[src/rtl/ovi_pkg.sv]
package ovi_pkg;

    typedef enum logic {
        SEQ_IDLE = 1'b0,
        SEQ_RUN  = 1'b1
    } seq_st_e;

    // Per-cycle control produced by the sub-period timer
    typedef struct packed {
        logic cnt_en;     // inside the integration window
        logic restart;    // store word, restart counter
        logic frame_clr;  // frame accepted this cycle
        logic last_word;  // stored word is the last of the frame
    } seq_ctl_t;

    function automatic logic at_full(input logic [15:0] value, input int unsigned width);
        return value == ((16'd1 << width) - 16'd1);
    endfunction

endpackage

[src/rtl/ovi_pulse_sync.sv]
module ovi_pulse_sync (
    input  logic clk,
    input  logic rst,
    input  logic pulse_async,
    output logic rise_det
);
    logic [2:0] sync_q;

    always_ff @(posedge clk) begin
        if (rst) sync_q <= '0;
        else     sync_q <= {sync_q[1:0], pulse_async};
    end

    assign rise_det = sync_q[1] & ~sync_q[2];
endmodule

[src/rtl/ovi_sub_timer.sv]
module ovi_sub_timer
    import ovi_pkg::*;
#(
    parameter int unsigned SUBS     = 64,
    parameter int unsigned SUB_CYC  = 48,
    parameter int unsigned HOLD_CYC = 8
) (
    input  logic     clk,
    input  logic     rst,
    input  logic     frame_start,
    output seq_ctl_t ctl,
    output logic     cap_rst,
    output logic     dw_strobe,
    output logic     frame_valid
);
    localparam int unsigned INT_CYC = SUB_CYC - HOLD_CYC;
    localparam int unsigned TICK_W  = (SUB_CYC > 1) ? $clog2(SUB_CYC) : 1;
    localparam int unsigned SUB_W   = (SUBS > 1) ? $clog2(SUBS) : 1;
    localparam logic [TICK_W-1:0] TICK_LAST = TICK_W'(SUB_CYC - 1);
    localparam logic [TICK_W-1:0] TICK_INTL = TICK_W'(INT_CYC - 1);
    localparam logic [SUB_W-1:0]  SUB_LAST  = SUB_W'(SUBS - 1);

    seq_st_e           st_q;
    logic [TICK_W-1:0] tick_q;
    logic [SUB_W-1:0]  sub_q;
    logic              end_int_q, last_q;
    logic              int_close;

    assign int_close = (st_q == SEQ_RUN) && (tick_q == TICK_INTL);

    always_ff @(posedge clk) begin
        if (rst) begin
            st_q   <= SEQ_IDLE;
            tick_q <= '0;
            sub_q  <= '0;
        end else if (st_q == SEQ_IDLE) begin
            if (frame_start) begin
                st_q   <= SEQ_RUN;
                tick_q <= '0;
                sub_q  <= '0;
            end
        end else if (tick_q == TICK_LAST) begin
            tick_q <= '0;
            if (sub_q == SUB_LAST) st_q  <= SEQ_IDLE;
            else                   sub_q <= sub_q + 1'b1;
        end else begin
            tick_q <= tick_q + 1'b1;
        end
    end

    always_ff @(posedge clk) begin
        if (rst) begin
            end_int_q <= 1'b0;
            last_q    <= 1'b0;
        end else begin
            end_int_q <= int_close;
            last_q    <= int_close && (sub_q == SUB_LAST);
        end
    end

    always_comb begin
        ctl.cnt_en    = (st_q == SEQ_RUN) && (tick_q < TICK_W'(INT_CYC));
        ctl.restart   = end_int_q;
        ctl.frame_clr = (st_q == SEQ_IDLE) && frame_start;
        ctl.last_word = last_q;
    end

    assign cap_rst     = (st_q == SEQ_IDLE);
    assign dw_strobe   = end_int_q;
    assign frame_valid = last_q;
endmodule

[src/rtl/ovi_sat_counter.sv]
module ovi_sat_counter
    import ovi_pkg::*;
#(
    parameter int unsigned CNT_W = 5
) (
    input  logic             clk,
    input  logic             rst,
    input  logic             rise_det,
    input  seq_ctl_t         ctl,
    output logic [CNT_W-1:0] count,
    output logic             ovf
);
    logic [CNT_W-1:0] cnt_q;
    logic             ovf_q, inc, full;

    assign inc  = rise_det & ctl.cnt_en;
    assign full = at_full(16'(cnt_q), CNT_W);

    always_ff @(posedge clk) begin
        if (rst || ctl.frame_clr) begin
            cnt_q <= '0;
        end else if (ctl.restart) begin
            cnt_q <= inc ? CNT_W'(1) : '0;
        end else if (inc && !full) begin
            cnt_q <= cnt_q + 1'b1;
        end
    end

    always_ff @(posedge clk) begin
        if (rst || ctl.frame_clr)                ovf_q <= 1'b0;
        else if (inc && full && !ctl.restart)    ovf_q <= 1'b1;
    end

    assign count = cnt_q;
    assign ovf   = ovf_q;
endmodule

[src/rtl/ovi_word_shifter.sv]
module ovi_word_shifter #(
    parameter int unsigned CNT_W = 5
) (
    input  logic             clk,
    input  logic             rst,
    input  logic             load,
    input  logic [CNT_W-1:0] word_in,
    output logic             shift_en,
    output logic             ser_out
);
    localparam int unsigned BC_W = $clog2(CNT_W + 1);

    logic [CNT_W-1:0] word_q;
    logic [BC_W-1:0]  left_q;

    always_ff @(posedge clk) begin
        if (rst) begin
            word_q <= '0;
            left_q <= '0;
        end else if (load) begin
            word_q <= word_in;
            left_q <= BC_W'(CNT_W);
        end else if (left_q != '0) begin
            word_q <= {word_q[CNT_W-2:0], 1'b0};
            left_q <= left_q - 1'b1;
        end
    end

    assign shift_en = (left_q != '0);
    assign ser_out  = shift_en & word_q[CNT_W-1];
endmodule

[src/rtl/ovi_readout_seq.sv]
module ovi_readout_seq
    import ovi_pkg::*;
#(
    parameter int unsigned CNT_W     = 5,
    parameter int unsigned SUBS      = 64,
    parameter int unsigned FRAME_CYC = 3072,
    parameter int unsigned HOLD_CYC  = 8
) (
    input  logic clk,
    input  logic rst,
    input  logic frame_start,
    input  logic pulse_in,
    output logic cap_rst,
    output logic dw_strobe,
    output logic shift_en,
    output logic ser_out,
    output logic frame_valid,
    output logic ovf_flag
);
    localparam int unsigned SUB_CYC = FRAME_CYC / SUBS;

    if (SUB_CYC < CNT_W + 1 || HOLD_CYC >= SUB_CYC || SUBS < 2 || CNT_W < 2 || CNT_W > 16) begin : g_bad_cfg
        $error("ovi_readout_seq: sub-period too short for readout or bad sizes");
    end

    seq_ctl_t         ctl;
    logic             rise_det;
    logic [CNT_W-1:0] count;

    ovi_pulse_sync u_sync (
        .clk        (clk),
        .rst        (rst),
        .pulse_async(pulse_in),
        .rise_det   (rise_det)
    );

    ovi_sub_timer #(
        .SUBS    (SUBS),
        .SUB_CYC (SUB_CYC),
        .HOLD_CYC(HOLD_CYC)
    ) u_timer (
        .clk        (clk),
        .rst        (rst),
        .frame_start(frame_start),
        .ctl        (ctl),
        .cap_rst    (cap_rst),
        .dw_strobe  (dw_strobe),
        .frame_valid(frame_valid)
    );

    ovi_sat_counter #(.CNT_W(CNT_W)) u_cnt (
        .clk     (clk),
        .rst     (rst),
        .rise_det(rise_det),
        .ctl     (ctl),
        .count   (count),
        .ovf     (ovf_flag)
    );

    ovi_word_shifter #(.CNT_W(CNT_W)) u_shift (
        .clk     (clk),
        .rst     (rst),
        .load    (ctl.restart),
        .word_in (count),
        .shift_en(shift_en),
        .ser_out (ser_out)
    );
endmodule

[config.mk]
export PLATFORM = sky130hd
export DESIGN_NAME = ovi_readout_seq
export DESIGN_NICKNAME = d
export VERILOG_FILES = /design/src/rtl/ovi_pkg.sv /design/src/rtl/ovi_pulse_sync.sv /design/src/rtl/ovi_sub_timer.sv /design/src/rtl/ovi_sat_counter.sv /design/src/rtl/ovi_word_shifter.sv /design/src/rtl/ovi_readout_seq.sv
export SDC_FILE = /design/constraint.sdc
export NUM_CORES = 1
export LEC_CHECK = 0
export BUFFER_PORTS_ARGS = -buffer_cell sky130_fd_sc_hd__clkbuf_2
export CAP_MARGIN = 5
export CELL_PAD_IN_SITES_DETAIL_PLACEMENT = 1
export CELL_PAD_IN_SITES_GLOBAL_PLACEMENT = 2
export CORE_ASPECT_RATIO = 1.75
export CORE_MARGIN = 10
export CORE_UTILIZATION = 39
export DETAILED_ROUTE_END_ITERATION = 10
export GPL_ROUTABILITY_DRIVEN = 0
export PLACE_DENSITY = 0.84
export REMOVE_ABC_BUFFERS = 1
export SYNTH_ARGS = -nofsm -noshare
export SYNTH_HDL_FRONTEND = slang
export SYNTH_SLANG_ARGS = --single-unit
[constraint.sdc]
create_clock -name clk -period 2.65 [get_ports clk]
set_clock_uncertainty 0.05 [all_clocks]
set_input_delay 0.1325 -clock clk [delete_from_list [all_inputs] [get_ports clk]]
set_output_delay 0.1325 -clock clk [all_outputs]
set_load 0.005 [all_outputs]
==> results.json, run 1 <==
{
  "outcome": "completed",
  "drt_iter0_drc": 16,
  "top_layer_used": "met4",
  "cp.required_ns": 2.77,
  "fin_ws_ns": 0.795,
  "cts_buffers": 5,
  "hold_viol_final": 0,
  "synth-compound-area-share": 0.125,
  "fin_crit_ns": 1.85,
  "synth_edf_count": 0,
  "final_common_cell": "dfxtp_1",
  "p_leak_uw": 0.000709,
  "yosys.area_share.adder": 0.0585,
  "dp_hpwl_um": 2750,
  "final.fill_count": 456,
  "async_reset_ff_frac": 0,
  "antennaDiodeCount": 0,
  "avgSynthCellArea_um2": 9.08,
  "cts.repair.resized": 0,
  "relSlewSlack": 0.665,
  "dr.pass1.iters": 3,
  "hp-start": "pulse_in",
  "dieWidth_um": 66.8,
  "via_count": 1213,
  "cts_tree": "done",
  "synth_ff_type": "dfxtp_1",
  "insertion_delay_ns": 0.28,
  "ys_ff_latch": 32,
  "wl_met3_um": 144,
  "gr-total-overflow": 0,
  "antenna_found_initial": 0,
  "rsz0062_at_grt": "false",
  "syn-cell-area_um2": 1500,
  "h-tree-depth": 2,
  "rows": 29,
  "wl_met2_um": 2030,
  "hold_buffers": 0,
  "grt_pass1_wl_um": 5970,
  "synth_top_family_by_area": "simple AND/OR/NAND/NOR gates",
  "grt_max_degree": 18,
  "seq_area_frac_synth": 0.428,
  "max_freq_ghz": 0.539,
  "dp_cells": 215,
  "synth_cell_type_count": 42,
  "areaGrowthSynthToFinish_pct": 11.8,
  "fin_cells": 222,
  "layout.nets": 187,
  "crit_path_max_fanout": 5,
  "coreArea_um2": 3660,
  "routed_via_density": 5.46,
  "postRouteWirelength_um": 3590,
  "synth_warnings": 0,
  "place_ws_ns": 0.779,
  "grtUsageTotal": 0.113,
  "io_pins": 10,
  "final-max-slew-violation-count": 0,
  "cts_sinks": 32,
  "timing.final.crit_share": 0.700,
  "r2r-start": "u_timer.tick_q[0]",
  "final_cell_mix": "dfxtp_1 (32), nor2_1 (24), a21oi_1 (15)",
  "post-route-util": 0.457,
  "path_clk_slew_ns": 0.07,
  "cts_setup_buffers": 0,
  "die_area_um2": 6820,
  "grt_pass1_vias": 1220,
  "start_util": 0.409,
  "netlist_instances": 165,
  "start_kind": "register",
  "port_buffers": 9,
  "endpoint_kind": "register",
  "post_drt_wl_per_cell_um": 16.2,
  "ant_nets": 0,
  "setup_viol_count_final": 0,
  "hold_class": "primary input to register",
  "yosys.area_share.simple": 0.272,
  "crit_arrival_ns": 1.97,
  "setup_tns_ns": 0,
  "clk_path_buf_depth": 2,
  "final_layout_size_suffix_gt1_frac": 0.142,
  "drc": 0,
  "powerDensity_nw_per_um2": 649,
  "ir_drop_mv": 0.385,
  "maxCapViolCount": 0,
  "worstSetupPathType": "register to register",
  "met1_length_um": 1350,
  "clockRootBuffer": "clkbuf_8",
  "synthMuxAreaShare": 0.0468,
  "cp-startpoint": "u_timer.tick_q[0]",
  "yosys.area_share.xor_xnor": 0.0292,
  "fp.dieH_um": 102,
  "worst_pin_slew_ns": 0.503
}
## cell type report
| type | count | area, um^2 | share of cell area |
|---|---|---|---|
| tap | 46 | 57.6 | 0.0344 |
| inverter | 8 | 30.0 | 0.0179 |
| timing repair buffer | 10 | 52.6 | 0.0314 |
| clock buffer | 7 | 96.3 | 0.0575 |
| multi-input combinational | 119 | 797 | 0.476 |
| sequential | 32 | 641 | 0.383 |
## per-layer routing
layer | vias up | global-route usage
met5 | - | 0
met4 | 0 | 0.0486
met3 | 7 | 0.0361
met2 | 13 | 0.205
met1 | 584 | 0.113
li1 | 609 | -
## where the power goes
| part | total (uW) | internal [uW] | switching (uW) |
|---|---|---|---|
| clock network | 404 | 231 | 173 |
| registers | 512 | 499 | 13.4 |
| logic | 171 | 73.7 | 97.0 |
| total | 1090 | 803 | 283 |
## kinds of logic after synthesis
| group | Yosys count |
|---|---|
| muxes | 7 |
| xor gates and xnor gates | 5 |
| DFF | 32 |
| buffers and inverters | 14 |
| adders and majority gates | 7 |
| AOI/OAI and AO/OA | 29 |
| and+or+nand+nor | 71 |
## path summary, 6_finish.rpt
path,endpoint,cells after the start,slack [ns]
min reg2reg,u_sync.sync_q[1],1,0.40
max reg2reg,u_timer.sub_q[3],5,0.80
max,u_timer.sub_q[3],5,0.80
min,u_sync.sync_q[0],2,0.02
## synth_stat cells, types with 2 or more instances
master / n / area share
a211o_1: 4 / 0.023
a21oi_1: 15 / 0.050
and3_1: 6 / 0.025
buf_2: 3 / 0.010
clkbuf_1: 2 / 0.0050
dfxtp_1: 32 / 0.43
ha_1: 7 / 0.058
inv_1: 8 / 0.020
mux2i_1: 7 / 0.047
nand2_1: 4 / 0.010
nand2b_1: 3 / 0.013
nand3_1: 6 / 0.020
nand3b_1: 2 / 0.010
nand4b_1: 2 / 0.012
nor2_1: 24 / 0.060
nor2b_1: 4 / 0.017
nor3_1: 4 / 0.013
nor3b_1: 3 / 0.015
nor4_1: 3 / 0.013
xnor2_1: 3 / 0.018
xor2_1: 2 / 0.012
## flip-flops by register name, summed over array words and instances, names as in the netlist
| register | cells |
|---|---|
| u_shift.left_q | 3 |
| u_cnt.ovf | 1 |
| u_timer.frame_valid | 1 |
| u_timer.tick_q | 6 |
| u_timer.st_q | 1 |
| u_timer.sub_q | 6 |
| u_sync.sync_q | 3 |
| u_cnt.count | 5 |
| u_shift.word_q | 5 |
| u_timer.dw_strobe | 1 |
## through the flow
stage | cell area (um^2) | hold slack, ns | total power (uW)
6_report | 1670 | 0.0184 | 1090
2_1_floorplan | 1470 | 0.152 | 647
4_1_cts | 1670 | 0.0149 | 1110
3_5_place_dp | 1580 | 0.311 | 697
5_1_grt | 1670 | 0.0250 | 1150
3_3_place_gp | 1580 | 0.296 | 693
## worst max-delay path: stages (launching register included)
cell and delay (ns):
dfxtp_1 0.39, ha_1 0.26, nand4_2 0.19, a211oi_2 0.45, nor2_2 0.10, a211o_1 0.31
(Power assumes the default switching activity.)
==> run 2, diff against run 1 <==
- CORE_UTILIZATION: 39 -> 37
- PLACE_DENSITY: 0.84 -> 0.81
- clock period: 2.65 -> 1.9 ns (I/O delays scaled with it)
==> run 2 against run 1 <==
- critical path depth did not move
- core utilization fell by 1.2 points
- fmax rose by 5.1%
- sequential cell count did not move
- largest power group unchanged
- clock power rose by 40%
- global-route usage fell by 0.18 points
- final area rose by 3.8%
- register-to-register slack got worse by 0.66 ns
- combinational power rose by 46%
- via count rose by 3.8%
- setup slack got worse by 0.66 ns
- routed wire length rose by 3.1%
==> results.json, run 2 (same netlist as run 1, synthesis figures left out) <==
{
  "outcome": "completed",
  "p_leak_uw": 0.000736,
  "globalRouteMet3Util": 0.0367,
  "grt_pass1_wl_um": 6250,
  "die_area_um2": 7090,
  "final_layout_size_suffix_gt1_frac": 0.165,
  "fp.dieH_um": 104,
  "setup_tns_ns": 0,
  "drt_iter0_drc": 31,
  "cpMaxStageDelayCell": "dfxtp_1",
  "post_drt_wl_per_cell_um": 16.1,
  "clockRootBuffer": "clkbuf_8",
  "port_buffers": 9,
  "slowest_delay_ns": 0.40,
  "path_common_cell": "a211o_1",
  "drc": 0,
  "h-tree-depth": 2,
  "insertion_delay_ns": 0.28,
  "fin_crit_ns": 1.76,
  "maxCapViolCount": 0,
  "final-max-slew-violation-count": 0,
  "rsz0062_at_grt": "false",
  "cp-startpoint": "u_timer.tick_q[0]",
  "worst_pin_slew_ns": 0.518,
  "hold_viol_final": 0,
  "grt_busiest_layer": "met2",
  "dieWidth_um": 68.1,
  "powerDensity_nw_per_um2": 879,
  "postRouteWirelength_um": 3700,
  "crit_path_max_fanout": 4,
  "final_cell_mix": "dfxtp_1 (32), nor2_1 (24), a21oi_1 (15)",
  "grt_pass1_vias": 1389,
  "relSlewSlack": 0.655,
  "regArea_um2": 641,
  "grt_max_degree": 18,
  "routed_via_density": 5.47,
  "start_kind": "register",
  "crit_arrival_ns": 1.94,
  "final.fill_count": 474,
  "largestRegisters": "u_timer.sub_q: 6 flops, u_timer.tick_q: 6 flops",
  "cp_cell_sequence": "ha_1 -> nand4_2 -> a211o_1 -> nor4_1 -> a211o_1",
  "cts_tree": "done",
  "dr.pass1.iters": 4,
  "antennaDiodeCount": 0,
  "areaGrowthSynthToFinish_pct": 16.0,
  "path_clk_slew_ns": 0.06,
  "worstSetupPathType": "register to register",
  "hold_class": "primary input to register",
  "cp.required_ns": 2.08,
  "met2_usage": 0.203,
  "final_common_cell": "dfxtp_1",
  "placed_cell_area_um2": 1620,
  "hp-start": "frame_start",
  "coreArea_um2": 3900,
  "cts_buffers": 5,
  "start_util": 0.384,
  "timing.final.crit_share": 0.929,
  "r2r-start": "u_timer.tick_q[0]",
  "rows": 30,
  "grt_use_met1": 0.105,
  "setup_viol_count_final": 0,
  "fin_area_um2": 1740,
  "multi_input_area_um2": 811,
  "grtUsageTotal": 0.111,
  "endpoint_kind": "register",
  "clk_path_buf_depth": 2,
  "ir_drop_mv": 0.439,
  "dp_hpwl_um": 2830,
  "antenna_found_initial": 0,
  "gr-total-overflow": 0,
  "layout.nets": 193,
  "via_count": 1259,
  "cts_sinks": 32,
  "ant_nets": 0,
  "io_pins": 10,
  "max_freq_ghz": 0.567
}
run 2: per-layer routing:
metal,wire (um),part of all wire,up-vias
met5,0,0,-
met4,62,0.017,0
met3,161,0.044,6
met2,2100,0.57,18
met1,1370,0.37,619
li1,-,-,616
run 2: area by class of cell:
class | count | share of cell area
Clock buffer | 7 | 0.0554
Multi-Input combinational cell | 119 | 0.467
Inverter | 8 | 0.0173
Sequential cell | 32 | 0.369
Tap cell | 48 | 0.0346
Timing Repair Buffer | 16 | 0.0576
run 2: metrics by stage:
step                 util  cells  hold WS [ns]  worst slack [ns]  power, uW
floorplan               -    159         0.114             0.269        902
global placement    0.414    222         0.253             0.148        968
detailed placement  0.414    222         0.271            0.0995        982
CTS                 0.442    230         0.116             0.101       1560
global route        0.445    230         0.167            0.0132       1620
finish              0.445    230         0.131             0.135       1530
run 2: path summary, 6_finish.rpt:
kind	endpoint	slack [ns]	cells past startpoint
worst min register to register	u_sync.sync_q[1]	0.40	1
worst max-delay path	u_timer.sub_q[5]	0.14	5
worst max register to register	u_timer.sub_q[5]	0.14	5
worst min-delay path	u_timer.tick_q[1]	0.13	4
run 2: where the power goes:
| part | switching (uW) | leakage (uW) | total [uW] | internal (uW) |
|---|---|---|---|---|
| combinational | 143 | 0.000426 | 249 | 107 |
| sequential | 15.9 | 0.000259 | 711 | 696 |
| clock | 244 | 0.0000503 | 567 | 322 |
run 2: worst max-delay path: cells and delay by family, from the launching register on:
kind            cells  cell delay [ns]
simple gates        2             0.51
fa+ha+maj           1             0.26
flops               1             0.40
compound gates      2             0.50
run 2: timing repair:
action,CTS,global route
hold buffers,1,0
hold endpoints to repair,1,0
setup buffers,0,0
gates resized for setup,0,2
setup endpoints to repair,0,4
